===== src/rtl/tdm_slot_rx_pkg.sv =====
package tdm_slot_rx_pkg;
  localparam int DATA_W  = 24;
  localparam int SHIFT_W = 32;
  localparam int ALIGN_W = 16;
  localparam int CNT_W   = $clog2(SHIFT_W + 1);
  localparam int SEL_W   = 3;

  typedef struct packed {
    logic [SEL_W-1:0] len_sel;
    logic             lsb_first;
    logic             align16;
  } rx_cfg_t;

  function automatic logic [CNT_W-1:0] slot_bits(input logic [SEL_W-1:0] sel);
    case (sel)
      3'd0:    return CNT_W'(8);
      3'd1:    return CNT_W'(12);
      3'd2:    return CNT_W'(16);
      3'd3:    return CNT_W'(20);
      3'd4:    return CNT_W'(24);
      default: return CNT_W'(SHIFT_W);
    endcase
  endfunction
endpackage


===== src/rtl/tdm_rx_cfg.sv =====
module tdm_rx_cfg
  import tdm_slot_rx_pkg::*;
(
  input  logic    clk_i,
  input  logic    rst_ni,
  input  logic    en_i,
  input  rx_cfg_t cfg_i,
  output rx_cfg_t cfg_o
);
  // settings only move while the receiver is idle
  always_ff @(posedge clk_i or negedge rst_ni) begin
    if (!rst_ni)    cfg_o <= '0;
    else if (!en_i) cfg_o <= cfg_i;
  end
endmodule


===== src/rtl/tdm_rx_shift.sv =====
module tdm_rx_shift
  import tdm_slot_rx_pkg::*;
(
  input  logic              clk_i,
  input  logic              rst_ni,
  input  logic              en_i,
  input  logic              fs_i,
  input  logic              sd_i,
  input  rx_cfg_t           cfg_i,
  output logic              done_o,
  output logic [DATA_W-1:0] word_o
);
  logic [CNT_W-1:0]   cnt_q, cnt_base, cnt_inc, len, shamt;
  logic [SHIFT_W-1:0] sh_q, sh_nxt, aligned, mask;
  logic               fs_q, rise;

  assign len      = slot_bits(cfg_i.len_sel);
  assign rise     = fs_i & ~fs_q;
  assign cnt_base = rise ? '0 : cnt_q;
  assign cnt_inc  = cnt_base + CNT_W'(1);
  assign done_o   = en_i & fs_i & (cnt_inc == len);

  assign sh_nxt = cfg_i.lsb_first ? {sd_i, sh_q[SHIFT_W-1:1]}
                                  : {sh_q[SHIFT_W-2:0], sd_i};

  // bring the word to the top of the 32-bit field, stale bits cleared
  assign shamt   = CNT_W'(SHIFT_W) - len;
  assign mask    = {SHIFT_W{1'b1}} << shamt;
  assign aligned = cfg_i.lsb_first ? (sh_nxt & mask) : (sh_nxt << shamt);
  assign word_o  = aligned[SHIFT_W-1 -: DATA_W];

  always_ff @(posedge clk_i or negedge rst_ni) begin
    if (!rst_ni) begin
      fs_q  <= 1'b0;
      cnt_q <= '0;
      sh_q  <= '0;
    end else begin
      fs_q <= fs_i;
      if (!en_i) begin
        cnt_q <= '0;
      end else if (fs_i) begin
        cnt_q <= done_o ? '0 : cnt_inc;
        sh_q  <= sh_nxt;
      end
    end
  end
endmodule


===== src/rtl/tdm_rx_dreg.sv =====
module tdm_rx_dreg
  import tdm_slot_rx_pkg::*;
(
  input  logic              clk_i,
  input  logic              rst_ni,
  input  logic              load_i,
  input  logic              rd_i,
  input  logic              align16_i,
  input  logic              irq_en_i,
  input  logic [DATA_W-1:0] word_i,
  output logic [DATA_W-1:0] data_o,
  output logic              full_o,
  output logic              irq_o,
  output logic              ovr_o
);
  logic [DATA_W-1:0] data_nxt;

  assign data_nxt = align16_i ? {{(DATA_W-ALIGN_W){1'b0}}, word_i[DATA_W-1 -: ALIGN_W]}
                              : word_i;
  assign irq_o    = full_o & irq_en_i;

  always_ff @(posedge clk_i or negedge rst_ni) begin
    if (!rst_ni) begin
      data_o <= '0;
      full_o <= 1'b0;
      ovr_o  <= 1'b0;
    end else begin
      if (load_i) data_o <= data_nxt;
      if (load_i)    full_o <= 1'b1;
      else if (rd_i) full_o <= 1'b0;
      if (load_i && full_o && !rd_i) ovr_o <= 1'b1;
      else if (rd_i)                 ovr_o <= 1'b0;
    end
  end
endmodule


===== src/rtl/tdm_slot_rx.sv =====
module tdm_slot_rx
  import tdm_slot_rx_pkg::*;
(
  input  logic              clk_i,
  input  logic              rst_ni,
  input  logic              en_i,
  input  logic              fs_i,
  input  logic              sd_i,
  input  logic [SEL_W-1:0]  len_sel_i,
  input  logic              lsb_first_i,
  input  logic              align16_i,
  input  logic              irq_en_i,
  input  logic              rd_i,
  output logic [DATA_W-1:0] data_o,
  output logic              full_o,
  output logic              irq_o,
  output logic              ovr_o
);
  rx_cfg_t           cfg_in, cfg_q;
  logic              load;
  logic [DATA_W-1:0] word;
  logic              cfg_align;

  assign cfg_in    = '{len_sel: len_sel_i, lsb_first: lsb_first_i, align16: align16_i};
  assign cfg_align = cfg_q.align16;

  tdm_rx_cfg u_cfg (
    .clk_i (clk_i), .rst_ni(rst_ni), .en_i(en_i),
    .cfg_i (cfg_in), .cfg_o(cfg_q)
  );

  tdm_rx_shift u_shift (
    .clk_i (clk_i), .rst_ni(rst_ni), .en_i(en_i), .fs_i(fs_i), .sd_i(sd_i),
    .cfg_i (cfg_q), .done_o(load), .word_o(word)
  );

  tdm_rx_dreg u_dreg (
    .clk_i (clk_i), .rst_ni(rst_ni), .load_i(load), .rd_i(rd_i),
    .align16_i(cfg_align), .irq_en_i(irq_en_i), .word_i(word),
    .data_o(data_o), .full_o(full_o), .irq_o(irq_o), .ovr_o(ovr_o)
  );
endmodule


===== config.mk =====
export PLATFORM = sky130hd
export DESIGN_NAME = tdm_slot_rx
export DESIGN_NICKNAME = d
export VERILOG_FILES = /design/src/rtl/tdm_slot_rx_pkg.sv /design/src/rtl/tdm_rx_cfg.sv /design/src/rtl/tdm_rx_shift.sv /design/src/rtl/tdm_rx_dreg.sv /design/src/rtl/tdm_slot_rx.sv
export SDC_FILE = /design/constraint.sdc
export NUM_CORES = 1
export LEC_CHECK = 0
export ABC_AREA = 1
export BUFFER_PORTS_ARGS = -buffer_cell sky130_fd_sc_hd__buf_2
export CORE_MARGIN = 1
export CORE_UTILIZATION = 55
export DETAILED_ROUTE_END_ITERATION = 7
export PLACE_DENSITY = 0.77
export SLEW_MARGIN = 0
export SYNTH_ARGS = -nofsm -noshare
export SYNTH_HDL_FRONTEND = slang
export SYNTH_SLANG_ARGS = --single-unit

===== constraint.sdc =====
create_clock -name clk_i -period 2.97 [get_ports clk_i]
set_input_delay 0.594 -clock clk_i [delete_from_list [all_inputs] [get_ports clk_i]]
set_output_delay 0.594 -clock clk_i [all_outputs]
set_load 0.005 [all_outputs]

# Word-level counts from Yosys, hierarchy flattened
# Index checks and enable logic that the tools add are counted.
word_totals:
  ff_bits: 70
  output_inout_bits: 27
op_classes:
  addsub: 2
  muxes: 11
  bitwise_logic: 6
  eq_ne: 6
  reduce_logical: 7
  shift: 2
ops:
  columns: ["operator", "count"]
  rows:
  - ["two-way mux 32 bit", 2]
  - ["AND 32 bit", 1]
  - ["<< shifter 32 x 6 -> 32 bit", 1]
  - ["<< shifter 32 x 6 -> 32 bit, first input constant", 1]
  - ["case mux 6 bit (5 select lines)", 1]
  - ["two-way mux 24 bit", 1]
  - ["two-way mux 6 bit", 4]
  - ["adder 6 x 1 -> 6 bit, second input constant", 1]
  - ["equality test 3 x 2 -> 1 bit, second input constant", 2]
  - ["equality test 6 bit", 1]
  - ["subtractor 6 bit, first input constant", 1]
  - ["AND 1 bit", 4]
  - ["nonzero test 2 bit", 2]
  - ["equality test 3 x 1 -> 1 bit, second input constant", 1]
  - ["equality test 3 bit, second input constant", 1]
  - ["zero test 3 bit", 1]
  - ["two-way mux 1 bit", 3]
  - ["logical AND 1 bit", 2]
  - ["!= test 2 x 1 -> 1 bit, second input constant", 1]
  - ["AND reduction 2 bit", 1]
  - ["zero test 1 bit", 1]
  - ["inverter 1 bit", 1]

# Logic depth before layout (Yosys ltp)
depth:
  ltp_word: 9
  mapped_depth: 17
  mapped_depth_nobuf: 16

# Hierarchy
# From an unflattened synthesis, not the netlist that was laid out.
unflattened:
  hier_cells: 690
  area_unflattened_um2: 4603.2
modules_own_cells:
  columns: ["mod", "area_per_inst_um2", "cells_each", "seq_area_each_um2", "n_inst"]
  rows:
  - ["tdm_rx_shift", 3175.5, 506, 975.9, 1]
  - ["tdm_rx_dreg", 1242.4, 163, 650.6, 1]
  - ["tdm_rx_cfg", 185.2, 21, 125.1, 1]

# Worst setup path after synthesis
# No wires, ideal clock.
synth_timing:
  kind: "reg2reg"
  startpoint: "register u_cfg.cfg_o[2] (netlist name)"
  endpoint: "register u_dreg.data_o[17]"
  path_stages_with_launch: 15
  path_buffers: 3
  t_arrival_ns: 2.068
  synth_period_minus_slack_ns: 2.185
  setup_ns: 0.116
  setup_slack_ns: 0.785
  path_cell_list: "dfrtp_1 inv_1 nor2_2 buf_2 ha_1 clkbuf_1 inv_1 clkbuf_1 nand2_1 nand3_1 nand3_1 nand2_1 clkinv_1 nand3_1 nand2_1"
synth_between:
  elab_chain_cells: 7
  elab_cells_between_ends: 14
  classes_between: "add/sub (1); eq/ne (5); shift (2); mux (3); bitwise (2); reduce/logical (1)"
synth_lines:
  columns: ["element", "line", "source"]
  rows:
  - ["start: declaration", "tdm_rx_cfg.sv:8", "output rx_cfg_t cfg_o"]
  - ["start signal: assignment", "tdm_rx_cfg.sv:13", "else if (!en_i) cfg_o <= cfg_i;"]
  - ["equality test 3 bit, or another cell as far along", "tdm_slot_rx_pkg.sv:15", "case (sel)"]
  - ["case mux 6 bit (5 select lines) *", "tdm_slot_rx_pkg.sv:15", null]
  - ["subtractor 6 bit", "tdm_rx_shift.sv:27", "assign shamt = CNT_W'(SHIFT_W) - len;"]
  - ["<< shifter 32 x 6 -> 32 bit", "tdm_rx_shift.sv:28", "assign mask = {SHIFT_W{1'b1}} << shamt;"]
  - ["AND 32 bit", "tdm_rx_shift.sv:29", "assign aligned = cfg_i.lsb_first ? (sh_nxt & mask) : (sh_nxt << shamt);"]
  - ["two-way mux 32 bit", "tdm_rx_shift.sv:29", null]
  - ["two-way mux 24 bit", "tdm_rx_dreg.sv:18", "assign data_nxt = align16_i ? {{(DATA_W-ALIGN_W){1'b0}}, word_i[DATA_W-1 -: ALIGN_W]}"]
  - ["end signal: assignment", "tdm_rx_dreg.sv:28", "if (load_i) data_o <= data_nxt;"]
  - ["end: declaration", "tdm_rx_dreg.sv:11", "output logic [DATA_W-1:0] data_o,"]
# Mark *: on every way between the ends. The rest lies on a longest branch, timed or not.
# A chain may end at the register's enable or synchronous reset.

# Worst setup path after layout
layout_timing:
  startpoint: "register u_cfg.cfg_o[4] (netlist name)"
  endpoint: "register u_dreg.data_o[11]"
# The elaborated chain is that of the path after synthesis.

==> metrics.yaml <==
sta:
  slew-limit-headroom_pct: 55.6
  setup-violations-final: 0
  fin_crit_sh_pct: 88.7
  tightest_slew_ns: 0.665
  holdWs_ns: 0.188
  layout_min_cycle_time_ns: 2.63
  finalClockSkew_ns: 0.0143
  unrepaired_setup_endpoints_after_global_routing: "no"
  setup-tns-final_ns: 0
  hold_viol: 0
  max_slew_violation_total_from_the_final_report: 0
  max_freq_mhz: 380
global_routing:
  gr-total-overflow: 0
  grt_util_all_layers_pct: 33.7
  pin_count_of_the_biggest_net_entering_global_routing: 49
  global_route_wire_length_before_repair_um: 23000
  initial_antenna_violation_count: 0
  number_of_global_route_vias_before_repair: 4683
detailed_routing:
  drt-pass1-iter-count: 5
  detail_route.iter0.violations: 430
  wire_per_inst_um: 16.3
  drc_violations_left: 0
  drtAntennaViolNets: 0
  route.vias.total: 5087
  detail_route.wirelength_um: 14400
  vias_per_cell: 5.75
yosys:
  synth_top_cells_by_count: "331 x nand2_1, 155 x nand3_1, 70 x dfrtp_1"
  synth.largest_area_cell: "dfrtp_1"
  synth_area_um2: 4800
  synthesis.area_per_instance_um2: 6.35
  synth.yosys.seq_area_share_pct: 36.5
  synth-async-reset-ratio_pct: 100
  synth_ff_type: "dfrtp_1"
  synthesis_stage_register_bit_count: 70
  syn-num-nets: 770
  ys_warn_count: 0
  count_of_cell_types_in_the_netlist: 26
  synth_area_leaders: "dfrtp_1 37%, nand2_1 26%, nand3_1 16%"
  synth-edff-count: 0
  yosysMostFrequentCell: "nand2_1"
  syn_inst: 755
  synth_top_cell_area_share_pct: 36.5
clock_tree:
  cts.clk_slew.worst_paths_ns: 0.09
  cts_tree: "done"
  postCtsSetupRepairBufs: 0
  cts.root.buffer_cell: "clkbuf_8"
  clock_path_buffers: 2
  htree_levels: 3
  post_cts_resized: 0
  cts.sinks: 70
  postCtsHoldBufs: 0
  worstSkewPairLatency_ns: 0.37
  number_of_clock_buffers_inserted_by_tritoncts: 9
setup_path:
  timing.reg2reg.worst_path_depth: 13
  critical_path.endpoint_type: "register"
  crit-reg2reg-launch: "u_cfg.cfg_o[4]"
  critical_path_origin: "u_cfg.cfg_o[4]"
  crit_path_max_incr_delay_ns: 0.43
  crit_path_end: "u_dreg.data_o[11]"
  critical_path.reg2reg.endpoint: "u_dreg.data_o[11]"
  timing.setup.critical_path_class: "register to register"
  critPathSlowestCell: "dfrtp_1"
  path_cells: "inv_2 -> o21ai_2 -> ha_1 -> inv_1 -> nand2_1 -> nand2_1 -> a21oi_1 -> nand2_1 -> nand2_1 -> nand2_1 -> nand2_1 -> nand3_1 -> nand2_1"
  crit_path_top_cell_by_count: "nand2_1"
  startpoint_type: "register"
  critical_path_arrival_ns: 2.90
  regToRegSetupSlack_ns: 0.34
  required_ns: 3.23
  crit_fanout: 11
placement:
  placement.cell_area_um2: 4990
  routabilityCongestion: 0.957
  portBuffers: 38
  hpwl_um: 10600
flow_run:
  number_of_maximum_capacitance_constraint_violations: 0
die:
  core_outline_area_um2: 8340
  floorplan.rows: 33
  overall_die_area_um2: 9100
  initial_utilization_pct: 57.5
  die_width_um: 95.4
  pin_count: 39
  floorplan.die.height_um: 95.4
power:
  power_leakage_nw: 2.91
  ir_drop_v: 0.000275
  power.density_cell_area_nw_per_um2: 580
cells_and_area:
  areaGrowthSynthToFinish_pct: 8.01
  n_antenna_cell: 0
  drive_above_1_share_pct: 11.3
  finish.net_count: 790
  final_area_um2: 5180
  num-fill-cells: 803
worst_hold_path:
  min_path_type: "input pin to async pin"
run_status:
  status: "finished clean"
## worst min path at each step
stage	endpoint	depth (start not counted)	slack, ns	start
final	u_shift.sh_q[5]	1	0.19	rst_ni
after global routing	u_shift.sh_q[5]	1	0.25	rst_ni
after CTS	u_shift.sh_q[5]	1	0.21	rst_ni
after detailed placement	u_dreg.data_o[17]	2	0.45	u_dreg.data_o[17]
after global placement	u_dreg.data_o[21]	2	0.45	u_dreg.data_o[21]
after floorplan	u_cfg.cfg_o[0]	0	0.30	rst_ni
## per-stage QoR
stage	std cells	total power [mW]	util [%]	worst slack [ns]
CTS	885	2.98	62.1	0.388
floorplan	755	1.92	-	0.785
global route	885	3.18	62.1	0.200
detailed placement	869	2.23	59.9	0.400
global placement	869	2.22	59.9	0.423
finish	885	3.00	62.1	0.337
## critical path: cells and delay by family, from the launching register on
family	cells	cell delay (ns)
fa+ha+maj	1	0.29
flops	1	0.43
simple gates	8	1.05
compound gates	2	0.31
buf+inv	2	0.44
## cell type report
cell class	count	area, µm²	area share [%]
clock inverter	7	63.8	1.23
tap	105	131	2.54
timing repair buffer	49	285	5.51
sequential	70	1750	33.8
multi-input combinational	599	2650	51.2
inverter	46	173	3.33
clock buffer	9	124	2.39
## flip-flops by register name, summed over array words and instances, names as in the netlist
| signal | cells |
|---|---|
| u_shift.fs_q | 1 |
| u_shift.sh_q | 32 |
| u_cfg.cfg_o | 5 |
| u_dreg.ovr_o | 1 |
| u_dreg.full_o | 1 |
| u_shift.cnt_q | 6 |
| u_dreg.data_o | 24 |
## placed cells by master (no fill, tap or decap), drive strengths merged
master    instances
o21ai            26
clkbuf            9
a31oi            19
clkinvlp          2
or2               1
a21oi             6
ha                3
inv              46
buf              49
dfrtp            70
nor2             44
nand3           157
nand4             7
clkinv            5
nand2           336
## report_power, final
part,switching (mW),leakage (nW),internal [mW]
Sequential,0.0949,0.889,1.06
Clock,0.443,0.0903,0.322
Combinational,0.759,1.93,0.324
Total,1.30,2.91,1.71
## metal layers
layer | global-route usage (%) | up-vias | wire length (µm) | share of wire, %
met5 | 0 | - | 0 | 0
met4 | 14.7 | 0 | 458 | 3.2
met3 | 4.55 | 34 | 927 | 6.4
met2 | 53.9 | 205 | 6560 | 46
met1 | 45.6 | 2366 | 6440 | 45
li1 | - | 2482 | - | -
## cells by family after synthesis
kind of cell | count (synthesis) | synth area share, %
AND/OR/NAND/NOR | 545 | 48.6
buffers and inverters | 86 | 8.19
flip-flops | 70 | 36.5
AO/OA/AOI/OAI | 51 | 5.89
adder cells (fa/ha/maj) | 3 | 0.783
(Power assumes the default switching activity.)
